===== config.mk =====
export PLATFORM = sky130hd
export DESIGN_NAME = ptw_walker
export DESIGN_NICKNAME = d
export VERILOG_FILES = /design/src/rtl/ptw_pkg.sv /design/src/rtl/ptw_addr_gen.sv /design/src/rtl/ptw_entry_dec.sv /design/src/rtl/ptw_ctrl.sv /design/src/rtl/ptw_walker.sv
export SDC_FILE = /design/constraint.sdc
export NUM_CORES = 1
export LEC_CHECK = 0
export BUFFER_PORTS_ARGS = -buffer_cell sky130_fd_sc_hd__buf_2
export CAP_MARGIN = 0
export CORE_MARGIN = 2
export CORE_UTILIZATION = 45
export CTS_CLUSTER_DIAMETER = 80
export DETAILED_ROUTE_END_ITERATION = 6
export PLACE_DENSITY = 0.74
export SYNTH_ARGS = -nofsm -noshare
export SYNTH_HDL_FRONTEND = slang
export SYNTH_HIERARCHICAL = 1
export SYNTH_SLANG_ARGS = --single-unit
export TNS_END_PERCENT = 10

===== constraint.sdc =====
create_clock -name clk -period 17.4 [get_ports clk]
set_clock_uncertainty 0.2 [all_clocks]
set_input_delay 3.48 -clock clk [delete_from_list [all_inputs] [get_ports clk]]
set_output_delay 3.48 -clock clk [all_outputs]
set_load 0.03 [all_outputs]

===== src/rtl/ptw_pkg.sv =====
package ptw_pkg;
  localparam int VIN_W  = 64;
  localparam int VA_W   = 48;
  localparam int OFF_W  = 12;
  localparam int IDX_W  = 9;
  localparam int LEVELS = 4;
  localparam int PA_W   = 52;
  localparam int PTE_W  = 64;
  localparam int PPN_W  = PA_W - OFF_W;
  localparam int PERM_W = OFF_W - 1;
  localparam int LVL_W  = $clog2(LEVELS);

  typedef enum logic [2:0] {
    ST_IDLE  = 3'd0,
    ST_L4    = 3'd1,
    ST_L3    = 3'd2,
    ST_L2    = 3'd3,
    ST_L1    = 3'd4,
    ST_DONE  = 3'd5,
    ST_FAULT = 3'd6
  } walk_state_e;
endpackage


===== src/rtl/ptw_addr_gen.sv =====
module ptw_addr_gen #(
  parameter int VA_W   = ptw_pkg::VA_W,
  parameter int OFF_W  = ptw_pkg::OFF_W,
  parameter int IDX_W  = ptw_pkg::IDX_W,
  parameter int LEVELS = ptw_pkg::LEVELS,
  parameter int PA_W   = ptw_pkg::PA_W,
  parameter int PTE_W  = ptw_pkg::PTE_W,
  localparam int PPN_W = PA_W - OFF_W,
  localparam int LVL_W = $clog2(LEVELS),
  localparam int ENT_SH = $clog2(PTE_W / 8)
) (
  input  logic [VA_W-1:0]  vaddr,
  input  logic [LVL_W-1:0] level,
  input  logic [PPN_W-1:0] base_ppn,
  output logic [PA_W-1:0]  addr
);
  logic [IDX_W-1:0] idx_tab [LEVELS];

  for (genvar g = 0; g < LEVELS; g++) begin : g_slice
    assign idx_tab[g] = vaddr[OFF_W + g*IDX_W +: IDX_W];
  end

  assign addr = {base_ppn, {OFF_W{1'b0}}} + (PA_W'(idx_tab[level]) << ENT_SH);
endmodule


===== src/rtl/ptw_entry_dec.sv =====
module ptw_entry_dec #(
  parameter int OFF_W = ptw_pkg::OFF_W,
  parameter int PA_W  = ptw_pkg::PA_W,
  parameter int PTE_W = ptw_pkg::PTE_W,
  localparam int PPN_W  = PA_W - OFF_W,
  localparam int PERM_W = OFF_W - 1
) (
  input  logic [PTE_W-1:0]  entry,
  input  logic [OFF_W-1:0]  offset,
  output logic              present,
  output logic [PPN_W-1:0]  next_ppn,
  output logic [PA_W-1:0]   leaf_paddr,
  output logic [PERM_W-1:0] leaf_perm
);
  assign present    = entry[0];
  assign next_ppn   = entry[PA_W-1:OFF_W];
  assign leaf_perm  = entry[OFF_W-1:1];
  assign leaf_paddr = {entry[PA_W-1:OFF_W], offset};
endmodule


===== src/rtl/ptw_ctrl.sv =====
module ptw_ctrl
  import ptw_pkg::*;
#(
  parameter int VA_W   = ptw_pkg::VA_W,
  parameter int OFF_W  = ptw_pkg::OFF_W,
  parameter int PA_W   = ptw_pkg::PA_W,
  parameter int LEVELS = ptw_pkg::LEVELS,
  localparam int PPN_W  = PA_W - OFF_W,
  localparam int PERM_W = OFF_W - 1,
  localparam int LVL_W  = $clog2(LEVELS)
) (
  input  logic              clk,
  input  logic              rst_n,
  input  logic              req_valid,
  input  logic [VA_W-1:0]   req_vaddr,
  input  logic [PPN_W-1:0]  root_ppn,
  output logic              req_ready,
  output logic              mem_req_valid,
  output logic [LVL_W-1:0]  cur_lvl,
  output logic [PPN_W-1:0]  base_ppn,
  output logic [VA_W-1:0]   vaddr_q,
  input  logic              mem_rsp_valid,
  input  logic              ent_present,
  input  logic [PPN_W-1:0]  ent_ppn,
  input  logic [PA_W-1:0]   leaf_paddr,
  input  logic [PERM_W-1:0] leaf_perm,
  output logic              rsp_valid,
  output logic              rsp_fault,
  output logic [LVL_W-1:0]  rsp_level,
  output logic [PA_W-1:0]   rsp_paddr,
  output logic [PERM_W-1:0] rsp_perm
);
  walk_state_e      state_q, state_d;
  logic             issued_q, issued_d;
  logic             base_en, vaddr_en, rsp_en;
  logic [PPN_W-1:0] base_d;
  logic             in_walk;

  assign in_walk = (state_q == ST_L4) || (state_q == ST_L3) ||
                   (state_q == ST_L2) || (state_q == ST_L1);

  always_comb begin
    unique case (state_q)
      ST_L4:   cur_lvl = LVL_W'(3);
      ST_L3:   cur_lvl = LVL_W'(2);
      ST_L2:   cur_lvl = LVL_W'(1);
      default: cur_lvl = LVL_W'(0);
    endcase
  end

  always_comb begin
    state_d  = state_q;
    issued_d = issued_q;
    base_d   = base_q;
    base_en  = 1'b0;
    vaddr_en = 1'b0;
    rsp_en   = 1'b0;
    unique case (state_q)
      ST_IDLE: begin
        if (req_valid) begin
          state_d  = ST_L4;
          issued_d = 1'b0;
          base_d   = root_ppn;
          base_en  = 1'b1;
          vaddr_en = 1'b1;
        end
      end
      ST_L4, ST_L3, ST_L2, ST_L1: begin
        if (!issued_q) begin
          issued_d = 1'b1;
        end else if (mem_rsp_valid) begin
          issued_d = 1'b0;
          if (!ent_present) begin
            state_d = ST_FAULT;
            rsp_en  = 1'b1;
          end else if (state_q == ST_L1) begin
            state_d = ST_DONE;
            rsp_en  = 1'b1;
          end else begin
            state_d = walk_state_e'(state_q + 3'd1);
            base_d  = ent_ppn;
            base_en = 1'b1;
          end
        end
      end
      default: state_d = ST_IDLE;
    endcase
  end

  logic [PPN_W-1:0] base_q;

  always_ff @(posedge clk or negedge rst_n) begin
    if (!rst_n) begin
      state_q  <= ST_IDLE;
      issued_q <= 1'b0;
    end else begin
      state_q  <= state_d;
      issued_q <= issued_d;
    end
  end

  always_ff @(posedge clk) begin
    if (base_en)  base_q  <= base_d;
    if (vaddr_en) vaddr_q <= req_vaddr;
    if (rsp_en) begin
      rsp_fault <= !ent_present;
      rsp_level <= cur_lvl;
      rsp_paddr <= leaf_paddr;
      rsp_perm  <= leaf_perm;
    end
  end

  assign base_ppn      = base_q;
  assign req_ready     = (state_q == ST_IDLE);
  assign mem_req_valid = in_walk && !issued_q;
  assign rsp_valid     = (state_q == ST_DONE) || (state_q == ST_FAULT);

  AST_IDLE_QUIET: assert property (@(posedge clk) disable iff (!rst_n)
    req_ready |-> (!mem_req_valid && !rsp_valid));
  AST_FIRST_READ: assert property (@(posedge clk) disable iff (!rst_n)
    (req_valid && req_ready) |=> mem_req_valid);
  AST_ONE_READ: assert property (@(posedge clk) disable iff (!rst_n)
    mem_req_valid |=> !mem_req_valid);
  AST_LEAF_LEVEL: assert property (@(posedge clk) disable iff (!rst_n)
    (rsp_valid && !rsp_fault) |-> (rsp_level == '0));
  AST_RSP_PULSE: assert property (@(posedge clk) disable iff (!rst_n)
    rsp_valid |=> (!rsp_valid && req_ready));
endmodule


===== src/rtl/ptw_walker.sv =====
module ptw_walker
  import ptw_pkg::*;
(
  input  logic                clk,
  input  logic                rst_n,
  input  logic                req_valid,
  output logic                req_ready,
  input  logic [VIN_W-1:0]    req_vaddr,
  input  logic [PPN_W-1:0]    root_ppn,
  output logic                mem_req_valid,
  output logic [PA_W-1:0]     mem_req_addr,
  input  logic                mem_rsp_valid,
  input  logic [PTE_W-1:0]    mem_rsp_data,
  output logic                rsp_valid,
  output logic                rsp_fault,
  output logic [LVL_W-1:0]    rsp_level,
  output logic [PA_W-1:0]     rsp_paddr,
  output logic [PERM_W-1:0]   rsp_perm
);
  logic [LVL_W-1:0]  cur_lvl;
  logic [PPN_W-1:0]  base_ppn;
  logic [VA_W-1:0]   vaddr_q;
  logic              ent_present;
  logic [PPN_W-1:0]  ent_ppn;
  logic [PA_W-1:0]   leaf_paddr;
  logic [PERM_W-1:0] leaf_perm;

  ptw_ctrl u_ctrl (
    .clk           (clk),
    .rst_n         (rst_n),
    .req_valid     (req_valid),
    .req_vaddr     (req_vaddr[VA_W-1:0]),
    .root_ppn      (root_ppn),
    .req_ready     (req_ready),
    .mem_req_valid (mem_req_valid),
    .cur_lvl       (cur_lvl),
    .base_ppn      (base_ppn),
    .vaddr_q       (vaddr_q),
    .mem_rsp_valid (mem_rsp_valid),
    .ent_present   (ent_present),
    .ent_ppn       (ent_ppn),
    .leaf_paddr    (leaf_paddr),
    .leaf_perm     (leaf_perm),
    .rsp_valid     (rsp_valid),
    .rsp_fault     (rsp_fault),
    .rsp_level     (rsp_level),
    .rsp_paddr     (rsp_paddr),
    .rsp_perm      (rsp_perm)
  );

  ptw_addr_gen u_addr (
    .vaddr    (vaddr_q),
    .level    (cur_lvl),
    .base_ppn (base_ppn),
    .addr     (mem_req_addr)
  );

  ptw_entry_dec u_dec (
    .entry      (mem_rsp_data),
    .offset     (vaddr_q[OFF_W-1:0]),
    .present    (ent_present),
    .next_ppn   (ent_ppn),
    .leaf_paddr (leaf_paddr),
    .leaf_perm  (leaf_perm)
  );

  AST_ADDR_ALIGNED: assert property (@(posedge clk) disable iff (!rst_n)
    mem_req_valid |-> (mem_req_addr[2:0] == 3'b000));
  AST_FAULT_ENDS: assert property (@(posedge clk) disable iff (!rst_n)
    (rsp_valid && rsp_fault) |-> !mem_req_valid);
endmodule


==> flow_summary_export.csv, run 1 <==
group,metric,value,unit
grt,grt_pass1_vias,3735,
clocking,htreeDepth,4,
logic_synthesis,yosys-top-cells-area,"edfxtp_1 67%, buf_4 16%, mux2_2 6.5%",
placed_design,dp_hpwl,9030,um
logic_synthesis,synth_top_area_cell,"edfxtp_1",
min_path,hp-start,"u_ctrl/vaddr_q[6]$_DFFE_PN_",
logic_synthesis,syn_area,6880,sq um
sta,min_period,6.45,ns
clocking,clockBufferDepth,2,
cells_and_area,nets,723,
route,via_count,3553,
floorplanning,die_x,128,um
cells_and_area,drive_gt1_frac,0.624,
critical_path,arrival,2.77,ns
clocking,cts_made_buffers,17,
sta,slew_headroom,0.267,
floorplanning,io_pins,293,
placed_design,gp_congestion,0.814,
power,p_sw_frac,0.369,
cells_and_area,fillers,1235,
power,power_frac_clock,0.232,
grt,grt_overflow_total,0,
placed_design,pre_cts_slack,11.18,ns
sta,setup_violations,0,
route,ant_nets,0,
logic_synthesis,ys_seq_elements,158,
route,routed_wl,12500,um
floorplanning,num_rows,45,
power,powerDensity,194,nW/um^2
critical_path,r2r_slack,14.08,ns
critical_path,path_class,"reg2out",
sta,period_share,0.371,
logic_synthesis,synth_edf_count,154,
sta,hold_viol,0,
clocking,clkTransAtPathRegs,0.06,ns
clocking,cts_root_buffer,"clkbuf_16",
floorplanning,die-height,128,um
sta,finalSetupTns,0,ns
route,detail_route.first_pass.iterations,6,
power,p_seq_frac,0.390,
sta,slew_violations,0,
logic_synthesis,yosys-top-cells-count,"154 x edfxtp_1, 147 x buf_4, 40 x mux2_2, 9 x mux4_2, 8 x nor2_1",
logic_synthesis,ys.flop_type,"edfxtp_1",
grt,grt_pass1_wl,18600,um
power,p_int,969,uW
critical_path,required,13.72,ns
route,viasPerCell,4.76,
logic_synthesis,synth.avg_cell_area,16.6,sq um
flow_run,cap_violations,0,
route,drc,0,
power,report.power.total,1.53,mW
logic_synthesis,synthCells,415,
power,vdd_ir_drop_max,0.103,mV
logic_synthesis,ys_seq_area_frac,0.686,
logic_synthesis,yosysWarningCount,6,
clocking,tritoncts,"yes",
route,drt_iter0_markers,157,
grt,antenna_found_initial,0,
floorplanning,design.core.area,15100,sq um
critical_path,r2r-start,"u_ctrl/state_q[0]$_DFFE_PN0P_",
logic_synthesis,ys_types,33,
logic_synthesis,synthArstFlopShare,0.0253,
logic_synthesis,yosysMostFrequentCell,"edfxtp_1",
logic_synthesis,synth_top_area_share,0.672,
clocking,cts_resized,0,
route,wl_per_cell,16.8,um
power,power.switching,566,uW
critical_path,cp-startpoint,"u_ctrl/state_q[2]$_DFFE_PN0P_",
grt,grtUsageTotal,0.151,
clocking,clk_latency,0.41,ns
placed_design,port_buffers,261,
clocking,cts_setup_buffers,0,
critical_path,crit_fanout,10,
cells_and_area,syn2layout_area_growth,14.7,%
clocking,clkSinkCount,158,
critical_path,critical_path.startpoint_type,"flop",
cells_and_area,antennaDiodeCount,0,
floorplanning,fp.dieArea,16300,sq um
grt,grt_max_degree,49,
sta,final.setup.worst_slack,10.95,ns
floorplanning,initial_utilization,0.456,
power,comb_power_share,0.377,
run_status,run_status,"completed",
sta,tightest_slew,1.10,ns
clocking,hold_buffers,0,
min_path,hold_path.class,"reg2reg",
sta,grt_setup_unrepaired,"false",
critical_path,critPathCaptureType,"output port",
power,p_leak,3.18,nW
sta,fmax,155,MHz
==> power groups by stage <==
stage                     Clock, mW  Combinational [mW]  Sequential (mW)
final                         0.357               0.579            0.599
after global routing          0.381               0.616            0.608
after CTS                     0.366               0.586            0.601
after detailed placement          0               0.584            0.608
after global placement            0               0.572            0.603
after floorplan                   0               0.467            0.656
==> cell usage in the layout (no fill, tap or decap), types with 4 or more instances in the layout <==
master and n:
clkbuf_16 17, buf_2 261, nor2_1 8, edfxtp_1 154, mux2_2 40, ha_1 5
inv_1 6, o21ai_0 6, mux4_2 9, dfrtp_1 4
==> worst paths after layout <==
| kind | end | cells after the start |
|---|---|---|
| max | mem_req_addr[3] | 5 |
| min | u_ctrl/rsp_paddr[6]$_DFFE_PP_ | 0 |
| max reg2reg | u_ctrl/base_ppn[22]$_DFFE_PP_ | 8 |
| min reg2reg | u_ctrl/rsp_paddr[6]$_DFFE_PP_ | 0 |
| max in group asynchronous | u_ctrl/issued_q$_DFFE_PN0P_ | 1 |
| min in group asynchronous | u_ctrl/state_q[0]$_DFFE_PN0P_ | 1 |
==> cell families (layout without fill, tap and decap cells) <==
family	count (synthesis)	after routing	share of synthesized area
flip-flops	158	158	0.686
other	1	3	0.000545
AND/OR/NAND/NOR	20	20	0.0151
adder cells (fa/ha/maj)	5	5	0.00909
AO/OA/AOI/OAI	21	21	0.0202
multiplexers	49	49	0.0949
buffers and inverters	161	302	0.174
==> worst max-delay path, stage by stage (launching register included) <==
cell and delay, ns:
dfrtp_1 0.46, inv_1 0.19, ha_1 0.38, a21o_1 0.53
mux4_2 0.60, buf_2 0.20
==> final cells by class <==
| class | count | area (sq um) | share of cell area |
|---|---|---|---|
| clock inverter | 12 | 138 | 0.0174 |
| inverter | 6 | 22.5 | 0.00285 |
| tap | 188 | 235 | 0.0298 |
| clock buffer | 19 | 433 | 0.0548 |
| timing repair buffer | 265 | 1340 | 0.170 |
| sequential | 158 | 4720 | 0.598 |
| multi-input combinational | 98 | 1000 | 0.127 |
==> sequential cells by signal (all words and copies together) (netlist names) <==
signal	count
u_ctrl/rsp_paddr	52
u_ctrl/base_ppn	40
u_ctrl/rsp_level	2
u_ctrl/rsp_fault	1
u_ctrl/vaddr_q	48
u_ctrl/state_q	3
u_ctrl/issued_q	1
u_ctrl/rsp_perm	11
==> stage by stage <==
step / std cells / util / area [sq um] / hold slack [ns]
after floorplan: 417 / - / 6890 / 0.290
after global placement: 714 / 0.485 / 7310 / 0.201
after detailed placement: 714 / 0.485 / 7310 / 0.205
after CTS: 745 / 0.522 / 7880 / 0.219
after global routing: 746 / 0.523 / 7900 / 0.231
final: 746 / 0.523 / 7900 / 0.219
==> per-layer routing <==
metal,vias to the layer above,share of wire,track usage
met5,-,0,0
met4,0,0.019,0.0633
met3,19,0.090,0.0580
met2,201,0.52,0.273
met1,1706,0.38,0.157
li1,1627,-,-
(Power assumes the default switching activity.)
==> run 2: changes to the inputs <==
==> constraint.sdc (replaced) <==
create_clock -name clk -period 6.1 [get_ports clk]
set_clock_uncertainty 0.2 [all_clocks]
set_input_delay 1.22 -clock clk [delete_from_list [all_inputs] [get_ports clk]]
set_output_delay 1.22 -clock clk [all_outputs]
set_load 0.03 [all_outputs]
==> run 2 against run 1 <==
Highest routed layer unchanged. Sequential power rose to 2.9 times the previous value. Die area did not move. Sequential share of layout area rose by 0.29 points. Worst hold slack barely moved. Register-to-register slack got worse by 12 ns. First-iteration DRC count rose by 46%. Non-clock buffer count did not move. Cell count rose by 0.13%.
==> flow_summary_export.csv, run 2 (synthesis results as in run 1) <==
group,metric,value,unit
cells_and_area,final_core_util,0.521,
route,ant_nets,0,
cells_and_area,fillers,1227,
route,viasPerCell,4.72,
route,wl_per_cell,16.8,um
floorplanning,initial_utilization,0.456,
floorplanning,fp.dieArea,16300,sq um
run_status,run_status,"completed",
power,powerDensity,549,nW/um^2
clocking,clkSinkCount,158,
sta,grt_setup_unrepaired,"false",
grt,grt_max_degree,49,
route,drt_iter0_markers,229,
sta,slew_violations,0,
cells_and_area,final_common_cell,"buf_2",
critical_path,crit_fanout,10,
clocking,clockBufferDepth,2,
critical_path,crit_buf_inv,2,
sta,period_share,0.682,
sta,finalSetupTns,0,ns
grt,antenna_found_initial,0,
grt,grt_overflow_total,0,
clocking,htreeDepth,4,
sta,fmax,240,MHz
clocking,hold_buffers,0,
grt,grt_pass1_wl,18400,um
sta,tightest_slew,1.09,ns
critical_path,slowest_stage,"mux4_2",
placed_design,port_buffers,261,
floorplanning,num_rows,45,
grt,grt_pass1_vias,3517,
cells_and_area,largest_reg_flops,52,
route,routed_wl,12500,um
clocking,cts_root_buffer,"clkbuf_16",
critical_path,cpLargestDelayFamily,"multiplexers",
route,detail_route.first_pass.iterations,4,
clocking,cts_made_buffers,17,
critical_path,arrival,2.74,ns
placed_design,dp_hpwl,8970,um
clocking,clkTransAtPathRegs,0.06,ns
clocking,cts_setup_buffers,0,
cells_and_area,top_register,"u_ctrl/rsp_paddr",
cells_and_area,drive_gt1_frac,0.623,
floorplanning,design.core.area,15100,sq um
critical_path,path_class,"reg2out",
power,p_leak,3.16,nW
floorplanning,io_pins,293,
cells_and_area,antennaDiodeCount,0,
clocking,clk_latency,0.41,ns
floorplanning,die_x,128,um
placed_design,gp_congestion,0.779,
critical_path,cpPeakStageDelay,0.60,ns
route,drc,0,
clocking,tritoncts,"yes",
power,vdd_ir_drop_max,0.262,mV
critical_path,path_cells,"inv_1 > ha_1 > a21o_1 > mux4_2 > buf_2",
sta,setup_violations,0,
floorplanning,die-height,128,um
route,via_count,3523,
sta,min_period,4.16,ns
cells_and_area,syn2layout_area_growth,14.2,%
sta,slew_headroom,0.275,
critical_path,required,4.68,ns
sta,hold_viol,0,
critical_path,critical_path.startpoint_type,"flop",
min_path,hold_path.class,"reg2reg",
grt,grtUsageTotal,0.150,
cells_and_area,nets,723,
critical_path,critPathCaptureType,"output port",
flow_run,cap_violations,0,
clocking,cts_resized,0,
cells_and_area,final_cell_mix,"261 x buf_2, 154 x edfxtp_1, 40 x mux2_2, 17 x clkbuf_16, 9 x mux4_2",
==> run 2: final cells by class <==
class | instances | area, sq um | share of cell area
Clock buffer | 19 | 433 | 0.0551
Clock inverter | 13 | 108 | 0.0137
Inverter | 6 | 22.5 | 0.00286
Multi-Input combinational cell | 98 | 1000 | 0.127
Sequential cell | 158 | 4720 | 0.601
Tap cell | 188 | 235 | 0.0299
Timing Repair Buffer | 265 | 1340 | 0.170
==> run 2: path summary, 6_finish.rpt <==
kind | start | endpoint | slack, ns | cells past startpoint
setup / recovery | u_ctrl/state_q[2]$_DFFE_PN0P_ | mem_req_addr[5] | 1.94 | 5
hold / removal | u_ctrl/vaddr_q[10]$_DFFE_PN_ | u_ctrl/rsp_paddr[10]$_DFFE_PP_ | 0.22 | 0
setup reg to reg | u_ctrl/state_q[0]$_DFFE_PN0P_ | u_ctrl/base_ppn[6]$_DFFE_PP_ | 2.44 | 8
hold reg to reg | u_ctrl/vaddr_q[10]$_DFFE_PN_ | u_ctrl/rsp_paddr[10]$_DFFE_PP_ | 0.22 | 0
max in group asynchronous | rst_n | u_ctrl/state_q[2]$_DFFE_PN0P_ | 5.17 | 1
min in group asynchronous | rst_n | u_ctrl/state_q[1]$_DFFE_PN0P_ | 0.40 | 1
==> run 2: metal layers <==
layer / GRT usage / wire length [um]
met4: 0.0504 / 167
met1: 0.174 / 4850
met3: 0.0572 / 1060
met5: 0 / 0
met2: 0.257 / 6440
==> run 2: power by group <==
group / internal [mW] / switching (mW) / leakage [nW]
clock: 0.530 / 0.438 / 0.260
sequential: 1.63 / 0.0813 / 1.48
combinational: 0.529 / 1.11 / 1.43
total: 2.69 / 1.63 / 3.16
==> run 2: metrics by stage <==
step	std cells	setup WS (ns)	instance area (sq um)	power [mW]	hold WS [ns]
floorplan	417	1.34	6900	3.20	0.290
global placement	715	2.39	7320	3.35	0.201
detailed placement	715	2.36	7320	3.39	0.205
CTS	747	1.88	7860	4.37	0.220
global route	747	1.74	7860	4.52	0.228
finish	747	1.94	7860	4.32	0.219
